[config.mk]
export PLATFORM = sky130hd
export DESIGN_NAME = mlat_issue_ctrl
export DESIGN_NICKNAME = d
export VERILOG_FILES = /design/src/rtl/mlat_issue_pkg.sv /design/src/rtl/mlat_reg_track.sv /design/src/rtl/mlat_div_track.sv /design/src/rtl/mlat_hazard.sv /design/src/rtl/mlat_issue_ctrl.sv
export SDC_FILE = /design/constraint.sdc
export NUM_CORES = 1
export LEC_CHECK = 0
export ABC_AREA = 1
export BUFFER_PORTS_ARGS = -buffer_cell sky130_fd_sc_hd__buf_2
export CORE_MARGIN = 4
export CORE_UTILIZATION = 50
export DETAILED_ROUTE_END_ITERATION = 8
export PLACE_DENSITY = 0.75
export SLEW_MARGIN = 30
export SYNTH_ARGS = -nofsm -noshare
export SYNTH_HDL_FRONTEND = slang
export SYNTH_SLANG_ARGS = --single-unit
[constraint.sdc]
create_clock -name clk -period 6.4 [get_ports clk]
set_clock_uncertainty 0.1 [all_clocks]
set_input_delay 0.96 -clock clk [delete_from_list [all_inputs] [get_ports clk]]
set_output_delay 0.96 -clock clk [all_outputs]
set_load 0.01 [all_outputs]
[src/rtl/mlat_issue_pkg.sv]
package mlat_issue_pkg;

  typedef enum logic [1:0] {
    UNIT_INT = 2'd0,
    UNIT_ADD = 2'd1,
    UNIT_MUL = 2'd2,
    UNIT_DIV = 2'd3
  } unit_e;

  function automatic int max_of4(input int a, input int b, input int c, input int d);
    int m;
    m = a;
    if (b > m) m = b;
    if (c > m) m = c;
    if (d > m) m = d;
    return m;
  endfunction

endpackage

[src/rtl/mlat_reg_track.sv]
module mlat_reg_track #(
  parameter int NUM_REGS = 16,
  parameter int ENT_W    = 4,
  parameter int CNT_W    = 5
) (
  input  logic                             clk,
  input  logic                             rst,
  input  logic                             issue_i,
  input  logic                             wr_en_i,
  input  logic [ENT_W-1:0]                 dst_ent_i,
  input  logic [CNT_W-1:0]                 lat_i,
  input  logic                             src_a_en_i,
  input  logic [ENT_W-1:0]                 src_a_ent_i,
  input  logic                             src_b_en_i,
  input  logic [ENT_W-1:0]                 src_b_ent_i,
  output logic [NUM_REGS-1:0]              pend_o,
  output logic [NUM_REGS-1:0][CNT_W-1:0]   cnt_o,
  output logic                             wb_valid_o,
  output logic [ENT_W-1:0]                 wb_ent_o
);

  logic [NUM_REGS-1:0]            pend_q;
  logic [NUM_REGS-1:0][CNT_W-1:0] cnt_q;
  logic [NUM_REGS-1:0]            retire;

  for (genvar g = 0; g < NUM_REGS; g++) begin : g_entry
    logic claim;
    assign claim     = issue_i && wr_en_i && (dst_ent_i == ENT_W'(g));
    assign retire[g] = (cnt_q[g] == CNT_W'(1));

    always_ff @(posedge clk) begin
      if (rst) begin
        cnt_q[g]  <= '0;
        pend_q[g] <= 1'b0;
      end else if (claim) begin
        cnt_q[g]  <= lat_i;
        pend_q[g] <= 1'b1;
      end else if (cnt_q[g] != '0) begin
        cnt_q[g]  <= cnt_q[g] - CNT_W'(1);
        pend_q[g] <= (cnt_q[g] != CNT_W'(1));
      end
    end

    // a pending flag always agrees with its countdown
    a_r10_flag_matches_count: assert property (@(posedge clk) disable iff (rst)
      pend_q[g] == (cnt_q[g] != '0));
  end

  logic             ret_any;
  logic [ENT_W-1:0] ret_ent;

  always_comb begin
    ret_any = 1'b0;
    ret_ent = '0;
    for (int i = 0; i < NUM_REGS; i++) begin
      if (retire[i] && !ret_any) begin
        ret_any = 1'b1;
        ret_ent = ENT_W'(i);
      end
    end
  end

  always_ff @(posedge clk) begin
    if (rst) begin
      wb_valid_o <= 1'b0;
      wb_ent_o   <= '0;
    end else begin
      wb_valid_o <= ret_any;
      wb_ent_o   <= ret_ent;
    end
  end

  assign pend_o = pend_q;
  assign cnt_o  = cnt_q;

  // never two registers retiring on one edge
  a_r10_single_retire: assert property (@(posedge clk) disable iff (rst)
    $onehot0(retire));

  // no issue past a source still awaiting its producer
  a_r4_no_raw_issue: assert property (@(posedge clk) disable iff (rst)
    issue_i |-> !((src_a_en_i && pend_q[src_a_ent_i]) || (src_b_en_i && pend_q[src_b_ent_i])));

  // no issue onto a destination with a write in flight
  a_r5_no_waw_issue: assert property (@(posedge clk) disable iff (rst)
    (issue_i && wr_en_i) |-> !pend_q[dst_ent_i]);

endmodule

[src/rtl/mlat_div_track.sv]
module mlat_div_track #(
  parameter int LAT_DIV = 24,
  parameter int CNT_W   = 5
) (
  input  logic clk,
  input  logic rst,
  input  logic start_i,
  output logic busy_o
);

  logic [CNT_W-1:0] left_q;

  always_ff @(posedge clk) begin
    if (rst)                left_q <= '0;
    else if (start_i)       left_q <= CNT_W'(LAT_DIV);
    else if (left_q != '0)  left_q <= left_q - CNT_W'(1);
  end

  // the divider frees up on the edge its result retires
  assign busy_o = (left_q > CNT_W'(1));

  // a new divide never starts while the previous one still needs the unit
  a_r7_div_exclusive: assert property (@(posedge clk) disable iff (rst)
    start_i |-> (left_q <= CNT_W'(1)));

endmodule

[src/rtl/mlat_hazard.sv]
module mlat_hazard
  import mlat_issue_pkg::*;
#(
  parameter int NUM_REGS = 16,
  parameter int ENT_W    = 4,
  parameter int CNT_W    = 5
) (
  input  logic                            valid_i,
  input  unit_e                           unit_i,
  input  logic                            wr_en_i,
  input  logic [ENT_W-1:0]                dst_ent_i,
  input  logic                            src_a_en_i,
  input  logic [ENT_W-1:0]                src_a_ent_i,
  input  logic                            src_b_en_i,
  input  logic [ENT_W-1:0]                src_b_ent_i,
  input  logic [CNT_W-1:0]                lat_i,
  input  logic [NUM_REGS-1:0]             pend_i,
  input  logic [NUM_REGS-1:0][CNT_W-1:0]  cnt_i,
  input  logic                            div_busy_i,
  output logic                            stall_o
);

  logic raw_hit, waw_hit, port_hit, div_hit;
  logic [CNT_W:0] slot;

  assign slot = {1'b0, lat_i} + (CNT_W+1)'(1);

  always_comb begin
    port_hit = 1'b0;
    for (int i = 0; i < NUM_REGS; i++) begin
      if (pend_i[i] && ({1'b0, cnt_i[i]} == slot)) port_hit = 1'b1;
    end
    port_hit = port_hit && wr_en_i;
  end

  assign raw_hit = (src_a_en_i && pend_i[src_a_ent_i]) ||
                   (src_b_en_i && pend_i[src_b_ent_i]);
  assign waw_hit = wr_en_i && pend_i[dst_ent_i];
  assign div_hit = (unit_i == UNIT_DIV) && div_busy_i;

  assign stall_o = valid_i && (raw_hit || waw_hit || port_hit || div_hit);

endmodule

[src/rtl/mlat_issue_ctrl.sv]
module mlat_issue_ctrl
  import mlat_issue_pkg::*;
#(
  parameter int NUM_REGS = 16,
  parameter int LAT_INT  = 1,
  parameter int LAT_ADD  = 4,
  parameter int LAT_MUL  = 7,
  parameter int LAT_DIV  = 24,
  localparam int ENT_W   = $clog2(NUM_REGS),
  localparam int IDX_W   = ENT_W + 1
) (
  input  logic             clk,
  input  logic             rst,
  input  logic             in_valid,
  input  logic [1:0]       in_unit,
  input  logic [IDX_W-1:0] in_dst,
  input  logic             in_dst_wr,
  input  logic [IDX_W-1:0] in_src_a,
  input  logic             in_src_a_en,
  input  logic [IDX_W-1:0] in_src_b,
  input  logic             in_src_b_en,
  output logic             stall,
  output logic             wb_valid,
  output logic [IDX_W-1:0] wb_reg
);

  localparam int MAX_LAT = max_of4(LAT_INT, LAT_ADD, LAT_MUL, LAT_DIV);
  localparam int CNT_W   = $clog2(MAX_LAT + 2);

  unit_e                          unit;
  logic [CNT_W-1:0]               lat;
  logic [ENT_W-1:0]               dst_ent, src_a_ent, src_b_ent, wb_ent;
  logic [NUM_REGS-1:0]            pend;
  logic [NUM_REGS-1:0][CNT_W-1:0] cnt;
  logic                           div_busy, issue, wb_v;

  assign unit      = unit_e'(in_unit);
  assign dst_ent   = in_dst[IDX_W-1:1];
  assign src_a_ent = in_src_a[IDX_W-1:1];
  assign src_b_ent = in_src_b[IDX_W-1:1];

  always_comb begin
    unique case (unit)
      UNIT_INT: lat = CNT_W'(LAT_INT);
      UNIT_ADD: lat = CNT_W'(LAT_ADD);
      UNIT_MUL: lat = CNT_W'(LAT_MUL);
      default:  lat = CNT_W'(LAT_DIV);
    endcase
  end

  mlat_hazard #(.NUM_REGS(NUM_REGS), .ENT_W(ENT_W), .CNT_W(CNT_W)) u_hazard (
    .valid_i     (in_valid),
    .unit_i      (unit),
    .wr_en_i     (in_dst_wr),
    .dst_ent_i   (dst_ent),
    .src_a_en_i  (in_src_a_en),
    .src_a_ent_i (src_a_ent),
    .src_b_en_i  (in_src_b_en),
    .src_b_ent_i (src_b_ent),
    .lat_i       (lat),
    .pend_i      (pend),
    .cnt_i       (cnt),
    .div_busy_i  (div_busy),
    .stall_o     (stall)
  );

  assign issue = in_valid && !stall;

  mlat_reg_track #(.NUM_REGS(NUM_REGS), .ENT_W(ENT_W), .CNT_W(CNT_W)) u_regs (
    .clk         (clk),
    .rst         (rst),
    .issue_i     (issue),
    .wr_en_i     (in_dst_wr),
    .dst_ent_i   (dst_ent),
    .lat_i       (lat),
    .src_a_en_i  (in_src_a_en),
    .src_a_ent_i (src_a_ent),
    .src_b_en_i  (in_src_b_en),
    .src_b_ent_i (src_b_ent),
    .pend_o      (pend),
    .cnt_o       (cnt),
    .wb_valid_o  (wb_v),
    .wb_ent_o    (wb_ent)
  );

  mlat_div_track #(.LAT_DIV(LAT_DIV), .CNT_W(CNT_W)) u_div (
    .clk     (clk),
    .rst     (rst),
    .start_i (issue && (unit == UNIT_DIV)),
    .busy_o  (div_busy)
  );

  assign wb_valid = wb_v;
  assign wb_reg   = {wb_ent, 1'b0};

  // stall is only ever raised against an offered instruction
  a_r3_stall_needs_valid: assert property (@(posedge clk) disable iff (rst)
    stall |-> in_valid);

endmodule

Word level (Yosys, flattened, before mapping):

Index checks and enable logic that the tools add are counted.

* RAM bits: 0
* word-level logic and storage cells: 357
* bits in registers: 106
* memories kept: 0
* output and inout port bits: 7
* bits in latches: 0
* memory bits (read-only): 0
* bits of input ports: 23

* equal/unequal tests: 66
* multiply operators: 0
* add/subtract/negate cells: 18
* bitwise logic cells: 0
* divide/modulo/power cells: 0
* magnitude comparators: 4
* muxes and demuxes: 120
* reductions and logical operators: 113
* shifts and indexed selects: 0

Operator list (count)
* $mux W5: 34
* $eq A5 B6 Y1: 16
* $reduce_bool A5 Y1: 17
* $sub A5 B1 Y5 const B: 17
* $eq A5 B1 Y1 const B: 16
* $ne A5 B1 Y1 const B: 16
* $mux W1: 68
* $logic_and A1 B1 Y1: 56
* $reduce_bool A2 Y1: 17
* $eq A4 B4 Y1 const B: 8
* $mux W4: 8
* $eq A4 B3 Y1 const B: 4
* $logic_not A1 Y1: 16
* $lt A4 B5 Y1 const B: 3
* $pmux W5 S3: 1
* $bmux W1 S4: 3
* $mux W3: 4
* $eq A4 B2 Y1 const B: 2
* $add A5 B1 Y6 const B: 1
* $gt A5 B1 Y1 const B: 1
* $eq A2 B2 Y1 const B: 2
* $eq A4 B1 Y1 const B: 1
* $logic_not A4 Y1: 1
* $logic_or A1 B1 Y1: 4
* other kinds (4): 5

Depth between registers and ports, before layout:

Gate-level depths: netlist of the first run.

* depth after elaboration: 47
* mapped depth: 21

Cells and area by module:

Synthesis of the first run repeated with hierarchy kept, for this count alone.

* cell total of the unflattened synthesis: 1283
* area, all modules: 8237.9 um2

By module, submodules not included
* mlat_reg_track: instances 1, sequential area each 2021.9 um2, cells an instance 788, area each 5753.0 um2
* mlat_hazard: instances 1, sequential area each 0.0 um2, cells an instance 439, area each 2085.8 um2
* mlat_div_track: instances 1, sequential area each 100.1 um2, cells an instance 40, area each 286.5 um2
* mlat_issue_ctrl: instances 1, sequential area each 0.0 um2, cells an instance 16, area each 112.6 um2

Worst setup path after synthesis of the first run:

Ideal clock, no wire load.

* path kind: input to output
* start: input in_unit[0]
* end: output stall
* cell stages on the path: 16
* path slack: 2590 ps
* arrival time: 2750 ps
* data required time: 5340 ps
* cells stage by stage: buf_4 -> inv_1 -> buf_2 -> ha_1 -> inv_2 -> nand2_1 -> nand2_2 -> buf_6 -> nand2_1 -> nand2_1 -> nand4_1 -> nand2_1 -> nor2_1 -> nand2_1 -> o21ai_0 -> a21boi_0

* word-level cells in the longest chain between the ends: 25

Ends and longest elaborated chain
* start, declared: RTL line mlat_issue_ctrl.sv:15 `input logic [1:0] in_unit,`
* $eq A2 B2 Y1 (tied with other cells): RTL line mlat_issue_ctrl.sv:43 `unique case (unit)`
* $pmux W5 S3: RTL line mlat_issue_ctrl.sv:43
* $add A5 B1 Y6: RTL line mlat_hazard.sv:26 `assign slot = {1'b0, lat_i} + (CNT_W+1)'(1);`
* $eq A5 B6 Y1: RTL line mlat_hazard.sv:31 `if (pend_i[i] && ({1'b0, cnt_i[i]} == slot)) port_hit = 1'b1;`
* $logic_and A1 B1 Y1: RTL line mlat_hazard.sv:31
* $mux W1 (16 in series): RTL line mlat_hazard.sv:31
* $logic_and A1 B1 Y1: RTL line mlat_hazard.sv:33 `port_hit = port_hit && wr_en_i;`
* $logic_or A1 B1 Y1: RTL line mlat_hazard.sv:41 `assign stall_o = valid_i && (raw_hit || waw_hit || port_hit || div_hit);`
* $logic_or A1 B1 Y1 (*): RTL line mlat_hazard.sv:41
* $logic_and A1 B1 Y1 (*): RTL line mlat_hazard.sv:41
* end, declared: RTL line mlat_issue_ctrl.sv:22 `output logic stall,`

Mark *: on every way between the ends. The rest lies on a longest branch, timed or not.

Worst setup path in the final report of the first run:

Ends and elaborated chain as after synthesis.

==> results of run 1 <==
## cell families after synthesis
logic type               Yosys count  synth area share
AND/OR/NAND/NOR                  744             0.372
adder cells (fa/ha/maj)           52            0.0786
buffers and inverters            219             0.106
flip-flops                       106             0.256
XOR/XNOR                          49            0.0519
other                              1          0.000453
AO/OA/AOI/OAI                    207             0.134
## layer usage
layer | GRT usage | wire length (um) | up-vias
li1 | - | - | 4375
met4 | 0.113 | 955 | 4
met3 | 0.0614 | 2490 | 76
met1 | 0.372 | 10600 | 3834
met5 | 0 | 25 | -
met2 | 0.416 | 10600 | 381
## synthesized netlist by cell type (3+ instances only)
cell      instances
a21oi_1          99
buf_2            10
buf_4             6
buf_6             3
clkbuf_1         18
dfxtp_1         106
ha_1             52
inv_1           175
inv_2             4
nand2_1         381
nand3_1         107
nand4_1          17
nor2_1          192
nor2_2           14
nor3_1           18
o21a_1            4
o21ai_0          77
o21bai_1         11
or2_2             8
xnor2_1           5
xor2_1           44
## metrics by stage
step           power (mW)  setup WS [ps]
6_report             3.97           1350
5_1_grt              4.39           1210
4_1_cts              3.94           1450
3_5_place_dp         3.38           1470
3_3_place_gp         3.34           1510
2_1_floorplan        2.90           2590
## state kept, by name, summed over array words and instances, names as in the netlist
| register | count |
|---|---|
| u_regs.wb_ent_o | 4 |
| u_div.left_q | 5 |
| u_regs.cnt_o | 80 |
| u_regs.wb_valid_o | 1 |
| u_regs.pend_o | 16 |
## worst register-to-register path: cells and delay by family, from the launching register on
family | cells | cell delay (ps)
simple gates | 9 | 1540
compound gates | 2 | 400
flops | 1 | 340
fa+ha+maj | 1 | 190
buf+inv | 1 | 110
## power by group through the flow
stage | registers [mW] | logic, mW | clock network [mW]
2_1_floorplan | 1.07 | 1.84 | 0
3_3_place_gp | 1.13 | 2.21 | 0
3_5_place_dp | 1.13 | 2.25 | 0
4_1_cts | 1.12 | 2.26 | 0.561
5_1_grt | 1.16 | 2.65 | 0.582
6_report | 1.13 | 2.29 | 0.553
## cell type report
type                            count  area share
Timing Repair Buffer               36      0.0235
Clock inverter                      7     0.00680
Inverter                          180      0.0765
Sequential cell                   106       0.240
Clock buffer                        9      0.0255
Tap cell                          216      0.0306
Multi-Input combinational cell   1053       0.597
## worst min-delay path by stage
stage,endpoint,slack [ps],depth (start not counted)
4_1_cts,u_div.left_q[4]$_SDFFE_PP0P_,390,2
3_3_place_gp,u_regs.pend_o[0]$_SDFFE_PP0P_,360,2
6_report,u_regs.pend_o[0]$_SDFFE_PP0P_,380,2
2_1_floorplan,u_regs.pend_o[0]$_SDFFE_PP0P_,340,2
5_1_grt,u_regs.cnt_o[31]$_SDFFE_PP0P_,410,2
3_5_place_dp,u_div.left_q[4]$_SDFFE_PP0P_,370,2
==> flow_summary.yaml, run 1 <==
layout:
  final_cell_mix: "nand2_1 (381), nor2_1 (192), inv_1 (174)"
  multi_input_area_um2: 5280
  area_growth_pct: 6.76
  final_area_um2: 8840
  diodes: 0
  fin_nets: 1461
  drive_above_1_share: 0.0604
  fin_util: 0.550
  seqCellArea_um2: 2120
  final_common_cell: "nand2_1"
  fillCellCount: 1621
  fin_cells: 1607
die:
  pin_count: 30
  dieHeight_um: 137
  core-area_um2: 16100
  start_util: 0.515
  rows: 46
  die_x_um: 137
  die_area_um2: 18700
sta:
  rsz0062_at_grt: "false"
  setup-tns-final_ps: 0
  fin_crit_sh: 0.789
  fmax_mhz: 198
  setup_viol: 0
  drv_slew: 0
  timing.final.hold_violations: 0
  tightest_slew_ps: 816
  period_needed_ps: 5050
  holdWs_ps: 380
  slew_headroom: 0.456
clock_tree:
  cts_tree: "yes"
  cts_buffers: 9
  clock-sinks: 106
  cts_hold_buf: 0
  h-tree-depth: 3
  clkLatencyLatePin_ps: 360
  clk_path_buf_depth: 2
  cts_setup_buffers: 0
  post_cts_resized: 0
  clkSlewWorstSetupHoldPaths_ps: 70
  cts_root_buf: "clkbuf_16"
logic_synthesis:
  async_flop_share: 0
  syn_avg_cell_area_um2: 6.01
  ys_ff_latch: 106
  syn_area_um2: 8280
  yosysWarnings: 0
  ys_seq_area_frac: 0.256
  synth_top_area_cell: "dfxtp_1"
  synth_edf_count: 0
  ys.flop_type: "dfxtp_1"
  synth_top_area_frac: 0.256
  synth_cells: 1378
  syn_nets: 1453
  synth_area_leaders: "dfxtp_1 (26%), nand2_1 (17%), nor2_1 (8.7%), inv_1 (7.9%), ha_1 (7.9%)"
  post_synth_num_cell_types: 38
global_route:
  grt_pass1_vias: 7787
  antenna_found_initial: 2
  grt_max_degree: 68
  grt_pass1_wl_um: 39800
  grt_usage: 0.273
  gr-total-overflow: 0
route:
  drcViolationCount: 0
  drt_pass1_iterations: 5
  wl_um: 24700
  ant_nets: 0
  avgRoutedWirePerCell_um: 15.4
  via_count: 8670
  drtIter0Drc: 822
  vias_per_cell: 5.40
outcome:
  status: "finished clean"
place:
  dp_hpwl_um: 17100
  dp_cells: 1591
  gp_congestion: 0.963
  io_buffer_count: 25
  placed_cell_area_um2: 8550
setup_path:
  slowest_stage: "buf_2"
  timing.rr.end: "u_regs.wb_ent_o[2]$_SDFF_PP0_"
  crit_arrival_ps: 3990
  crit_required_ps: 5340
  critical_path_cell_count: 15
  cp-start-kind: "primary input"
  endpoint: "stall"
  cpPeakStageDelay_ps: 520
  rrSetupSlack_ps: 3630
  path_buf_inv: 4
  worstSetupPathType: "in -> out"
  critical_path.startpoint: "in_unit[0]"
  worstReg2RegStart: "u_regs.cnt_o[1]$_SDFFE_PP0P_"
  crit_top_cell: "nand2_1"
  setup.worst_path.end_class: "output pin"
  path_delay_family: "buffers and inverters"
  r2r_cells: 13
  path_cells: "buf_2, ha_1, buf_4, inv_2, nand2_1, nand2_2, nand2_1, nand2_1, nand4_1, nand2_1, nor2_1, nand2_1, o21ai_0, a21boi_0, buf_2"
  worst-path-max-fanout: 20
power_and_ir_drop:
  comb_power_share: 0.577
  p_sw_mw: 1.91
  powerDensity_nw_per_um2: 449
  switching_share: 0.481
  clkPwrFrac: 0.139
  leakagePower_nw: 4.24
  vdd_drop_max_mv: 0.202
  p_int_mw: 2.06
  seqPwrFrac: 0.284
hold_path:
  worstHoldStart: "u_regs.pend_o[0]$_SDFFE_PP0P_"
  hold_path_class: "reg -> reg"
flow_run:
  maxCapViolations: 0
Note: power is estimated with default switching activity, not from simulation.
==> run 2, diff against run 1 <==
==> constraint.sdc (replaced) <==
create_clock -name clk -period 4.7 [get_ports clk]
set_clock_uncertainty 0.1 [all_clocks]
set_input_delay 0.705 -clock clk [delete_from_list [all_inputs] [get_ports clk]]
set_output_delay 0.705 -clock clk [all_outputs]
set_load 0.01 [all_outputs]
==> run 2 against run 1 <==
Clock-buffer cell count up 2. Core utilization rose by 0.58 points. Routed wire length up 1.2%. Clock power is 60% higher. Critical path depth did not move. Setup slack worse by 1000 ps. Register-to-register slack got worse by 1700 ps. Sequential power up 36%. Power grew 40%.
==> flow_summary.yaml, run 2 (synthesis gave the netlist of run 1 again) <==
outcome:
  status: "finished clean"
die:
  dieHeight_um: 137
  die_x_um: 137
  die_area_um2: 18700
  start_util: 0.515
  core-area_um2: 16100
  pin_count: 30
  rows: 46
sta:
  holdWs_ps: 373
  drv_slew: 0
  fmax_mhz: 228
  period_needed_ps: 4390
  fin_crit_sh: 0.935
  setup_viol: 0
  setup-tns-final_ps: 0
  slew_headroom: 0.465
  tightest_slew_ps: 802
  rsz0062_at_grt: "false"
  timing.final.hold_violations: 0
  fin_ws_ps: 307
setup_path:
  setup.worst_path.end_class: "output pin"
  crit_top_cell: "nand2_1"
  cpPeakStageDelay_ps: 400
  timing.rr.end: "u_regs.wb_ent_o[3]$_SDFF_PP0_"
  rrSetupSlack_ps: 1890
  worstSetupPathType: "in -> out"
  r2r_cells: 13
  slowest_stage: "nand2_2"
  crit_arrival_ps: 3590
  worstReg2RegStart: "u_regs.cnt_o[6]$_SDFFE_PP0P_"
  crit_required_ps: 3890
  cp-start-kind: "primary input"
  path_cells: "buf_2, inv_1, ha_1, inv_2, nand2_1, nand2_2, nand2_1, nand2_1, nand4_1, nand2_1, nor2_1, nand2_1, o21ai_0, a21boi_0, buf_2"
  worst-path-max-fanout: 16
global_route:
  met2_usage: 0.435
  grt_usage: 0.272
  grt_pass1_vias: 7776
  grt_max_degree: 67
  grt_pass1_wl_um: 39700
  met1_usage: 0.372
  grt.busiest_layer: "met2"
  antenna_found_initial: 0
  gr-total-overflow: 0
  met3_usage: 0.0408
clock_tree:
  h-tree-depth: 3
  clk_path_buf_depth: 2
  post_cts_resized: 0
  cts_tree: "yes"
  cts_root_buf: "clkbuf_16"
  clkSlewWorstSetupHoldPaths_ps: 70
  cts_buffers: 9
  clock-sinks: 106
  clkLatencyLatePin_ps: 360
  cts_hold_buf: 0
  cts_setup_buffers: 0
layout:
  fillCellCount: 1621
  final_cell_mix: "nand2_1 (381), nor2_1 (192), inv_1 (174)"
  fin_nets: 1465
  drive_above_1_share: 0.0616
  final_common_cell: "nand2_1"
  area_growth_pct: 7.88
  largest_reg_flops: 80
  diodes: 0
power_and_ir_drop:
  powerDensity_nw_per_um2: 621
  leakagePower_nw: 4.29
  vdd_drop_max_mv: 0.313
  power_mw: 5.55
hold_path:
  hold_path_class: "reg -> reg"
  worstHoldStart: "u_regs.pend_o[0]$_SDFFE_PP0P_"
  min_to: "u_regs.pend_o[0]$_SDFFE_PP0P_"
  hold_path_depth: 2
place:
  place_ws_ps: 332
  dp_hpwl_um: 17700
  gp_congestion: 0.977
  io_buffer_count: 25
route:
  via_count: 8709
  ant_nets: 0
  avgRoutedWirePerCell_um: 15.5
  drcViolationCount: 0
  drt_pass1_iterations: 5
  vias_per_cell: 5.41
  wl_um: 25000
  drtIter0Drc: 948
flow_run:
  maxCapViolations: 0
-- run 2: cell types whose count changed in the layout (fill, tap and decap cells not counted), sizes merged --
cell / before / now
clkinv: 4 / 2
bufinv: 0 / 3
buf: 36 / 40
clkbuf: 9 / 11
inv: 182 / 179
-- run 2: metal layers --
layer | share of wire | up-vias
met5 | 0 | -
met4 | 0.033 | 0
met3 | 0.088 | 50
met2 | 0.44 | 379
met1 | 0.44 | 3902
li1 | - | 4378
-- run 2: critical path: cells and delay by family --
kind            cells  cell delay, ps
fa+ha+maj           1             360
buf+inv             4            1040
compound gates      2             340
simple gates        8            1120
-- run 2: layout make-up --
class	count	area [um2]	area share
Multi-Input combinational cell	1053	5280	0.591
Clock buffer	11	233	0.0261
Sequential cell	106	2120	0.238
Inverter	180	676	0.0757
Tap cell	216	270	0.0303
Timing Repair Buffer	40	250	0.0280
Clock inverter	5	103	0.0115
-- run 2: how the worst max path moves through the flow --
stage	startpoint	to	slack (ps)	depth (start not counted)
2_1_floorplan	in_unit[0]	stall	1400	16
3_3_place_gp	in_unit[0]	u_regs.cnt_o[79]$_SDFFE_PP0P_	360	18
3_5_place_dp	in_unit[0]	u_regs.cnt_o[39]$_SDFFE_PP0P_	330	19
4_1_cts	in_unit[0]	stall	400	15
5_1_grt	in_unit[0]	stall	180	15
6_report	in_unit[0]	stall	310	15
-- run 2: where the power goes --
group,total [mW],internal (mW),switching (mW)
clock,0.883,0.521,0.361
sequential,1.54,1.23,0.303
combinational,3.13,1.21,1.92
-- run 2: stage by stage --
stage,instances,utilization,area [um2]
3_3_place_gp,1595,0.535,8590
4_1_cts,1611,0.556,8930
6_report,1611,0.556,8930
5_1_grt,1611,0.556,8930
2_1_floorplan,1378,-,8280
3_5_place_dp,1595,0.535,8590
==> run 3, diff against run 2 <==
--- a/config.mk
+++ b/config.mk
@@ -5,7 +5,6 @@
 export SDC_FILE = /design/constraint.sdc
 export NUM_CORES = 1
 export LEC_CHECK = 0
-export ABC_AREA = 1
 export BUFFER_PORTS_ARGS = -buffer_cell sky130_fd_sc_hd__buf_2
 export CORE_MARGIN = 4
 export CORE_UTILIZATION = 50
==> run 3 against run 2 <==
Synthesized cell count is 34% lower. Critical path depth is 3 lower. Register-to-register slack worse by 360 ps. Area after synthesis is 6.7% lower. Critical path type unchanged. Critical endpoint unchanged. Largest power group unchanged. Highest routed layer unchanged.
==> flow_summary.yaml, run 3 <==
outcome:
  status: "finished clean"
clock_tree:
  clock-sinks: 106
  cts_buffers: 9
  h-tree-depth: 3
  clk_path_buf_depth: 2
  clkSlewWorstSetupHoldPaths_ps: 70
  post_cts_resized: 0
  cts_root_buf: "clkbuf_16"
  cts_tree: "yes"
  cts_setup_buffers: 0
  cts_hold_buf: 0
  clkLatencyLatePin_ps: 370
logic_synthesis:
  synth_cells: 915
  ys_seq_area_frac: 0.275
  post_synth_num_cell_types: 63
  synth_edf_count: 0
  syn_avg_cell_area_um2: 8.44
  syn_nets: 990
  synth_top_area_frac: 0.275
  yosysWarnings: 0
  ys.flop_type: "dfxtp_1"
  syn_area_um2: 7720
  synth_area_leaders: "dfxtp_1 (27%), xnor2_1 (13%), ha_1 (8.4%), mux2i_1 (5.7%), nand2_1 (4.9%)"
  synth_common_cells: "xnor2_1 (112), dfxtp_1 (106), nand2_1 (100), nor3_1 (69)"
  async_flop_share: 0
  synth_top_area_cell: "dfxtp_1"
  ys_ff_latch: 106
  synth.most_common_cell: "xnor2_1"
setup_path:
  worstSetupPathType: "in -> out"
  worst-path-max-fanout: 15
  crit_required_ps: 3890
  slowest_stage: "or4_1"
  timing.rr.end: "u_regs.cnt_o[65]$_SDFFE_PP0P_"
  crit_arrival_ps: 3390
  cp-start-kind: "primary input"
  cpPeakStageDelay_ps: 550
  rrSetupSlack_ps: 1530
  r2r_cells: 9
  path_cells: "buf_2, buf_4, ha_1, buf_4, xnor2_1, nand4_1, nor3_1, or4_1, nor2_2, and3_1, a21oi_1, buf_2"
  worstReg2RegStart: "u_regs.pend_o[6]$_SDFFE_PP0P_"
  setup.worst_path.end_class: "output pin"
route:
  wl_um: 19800
  drcViolationCount: 0
  vias_per_cell: 5.90
  ant_nets: 0
  avgRoutedWirePerCell_um: 17.7
  drt_pass1_iterations: 6
  via_count: 6593
  drtIter0Drc: 482
hold_path:
  hold_path_depth: 2
  hold_path_class: "reg -> reg"
  worstHoldStart: "u_regs.cnt_o[29]$_SDFFE_PP0P_"
  min_to: "u_regs.cnt_o[29]$_SDFFE_PP0P_"
power_and_ir_drop:
  power_mw: 5.90
  p_sw_mw: 2.66
  p_int_mw: 3.25
  switching_share: 0.450
  vdd_drop_max_mv: 0.237
  clkPwrFrac: 0.129
  powerDensity_nw_per_um2: 711
  seqPwrFrac: 0.311
  comb_power_share: 0.559
  leakagePower_nw: 3.39
sta:
  fin_crit_sh: 0.893
  fmax_mhz: 238
  drv_slew: 0
  period_needed_ps: 4200
  timing.final.hold_violations: 0
  setup-tns-final_ps: 0
  tightest_slew_ps: 933
  rsz0062_at_grt: "false"
  setup_viol: 0
  slew_headroom: 0.377
global_route:
  grt_max_degree: 67
  grt_usage: 0.226
  grt_pass1_vias: 6112
  gr-total-overflow: 0
  antenna_found_initial: 0
  grt_pass1_wl_um: 31900
layout:
  multi_input_area_um2: 5240
  area_growth_pct: 7.46
  fillCellCount: 1430
  largest_reg_flops: 80
  final_area_um2: 8300
  seqCellArea_um2: 2120
  final_common_cell: "xnor2_1"
  final_cell_mix: "xnor2_1 (112), dfxtp_1 (106), nand2_1 (100)"
  fin_nets: 1000
  drive_above_1_share: 0.115
  diodes: 0
flow_run:
  maxCapViolations: 0
die:
  die_area_um2: 17500
  pin_count: 30
  dieHeight_um: 132
  start_util: 0.510
  core-area_um2: 15100
  rows: 45
  die_x_um: 132
place:
  dp_hpwl_um: 14200
  io_buffer_count: 25
  gp_congestion: 0.918
  placed_cell_area_um2: 8000
-- run 3: changes by cell type after synthesis, sizes merged, moves of 27 or more --
| cell | before | now |
|---|---|---|
| mux2i | 0 | 44 |
| mux2 | 0 | 31 |
| a21oi | 99 | 41 |
| nor2 | 208 | 52 |
| xnor2 | 5 | 113 |
| o21ai | 79 | 19 |
| inv | 179 | 53 |
| nand2 | 383 | 101 |
| xor2 | 44 | 17 |
| nand3 | 107 | 27 |
| nor3 | 18 | 70 |
-- run 3: area by class of cell --
class / count / share of cell area
Tap cell: 188 / 0.0284
Timing Repair Buffer: 36 / 0.0250
Multi-Input combinational cell: 719 / 0.631
Sequential cell: 106 / 0.256
Clock buffer: 11 / 0.0305
Inverter: 53 / 0.0240
Clock inverter: 5 / 0.00513
-- run 3: per-layer routing --
layer / routed length [um] / up-vias / part of all wire / GRT usage
li1: - / 3209 / - / -
met1: 8800 / 3143 / 0.44 / 0.305
met2: 9020 / 200 / 0.45 / 0.358
met3: 1400 / 41 / 0.071 / 0.0382
met4: 612 / 0 / 0.031 / 0.0976
met5: 0 / - / 0 / 0
-- run 3: cells by family after synthesis --
family	Yosys count	share of synthesized area
other	1	0.000486
multiplexers	85	0.131
XOR/XNOR	130	0.148
AND/OR/NAND/NOR	334	0.217
buffers and inverters	90	0.0485
flip-flops	106	0.275
AO/OA/AOI/OAI	117	0.0948
adder cells (fa/ha/maj)	52	0.0843
-- run 3: critical path, delay by kind of cell --
kind / cells / cell delay, ps
AND/OR/NAND/NOR: 5 / 1180
adder cells (fa/ha/maj): 1 / 280
AO/OA/AOI/OAI: 1 / 90
XOR/XNOR: 1 / 100
buffers and inverters: 4 / 1010
-- run 3: metrics by stage --
step / cells / worst slack (ps) / util / hold WS, ps
4_1_cts: 1118 / 561 / 0.547 / 401
2_1_floorplan: 915 / 403 / - / 360
5_1_grt: 1118 / 422 / 0.548 / 427
3_3_place_gp: 1102 / 521 / 0.528 / 383
3_5_place_dp: 1102 / 458 / 0.528 / 390
6_report: 1118 / 502 / 0.548 / 404
-- run 3: how the worst max path moves through the flow --
stage,startpoint,endpoint,slack (ps),depth (start not counted)
CTS,in_unit[0],stall,560,12
finish,in_unit[0],stall,500,12
global route,in_unit[0],stall,420,12
detailed placement,in_unit[0],u_regs.cnt_o[74]$_SDFFE_PP0P_,460,12
global placement,in_unit[0],u_regs.cnt_o[73]$_SDFFE_PP0P_,520,12
floorplan,in_unit[0],stall,400,14
-- run 3: power by group through the flow --
stage	combinational (mW)	clock (mW)	sequential, mW
2_1_floorplan	2.78	0	1.68
3_3_place_gp	3.19	0	1.83
3_5_place_dp	3.26	0	1.84
4_1_cts	3.29	0.776	1.82
5_1_grt	3.73	0.810	1.89
6_report	3.30	0.764	1.84
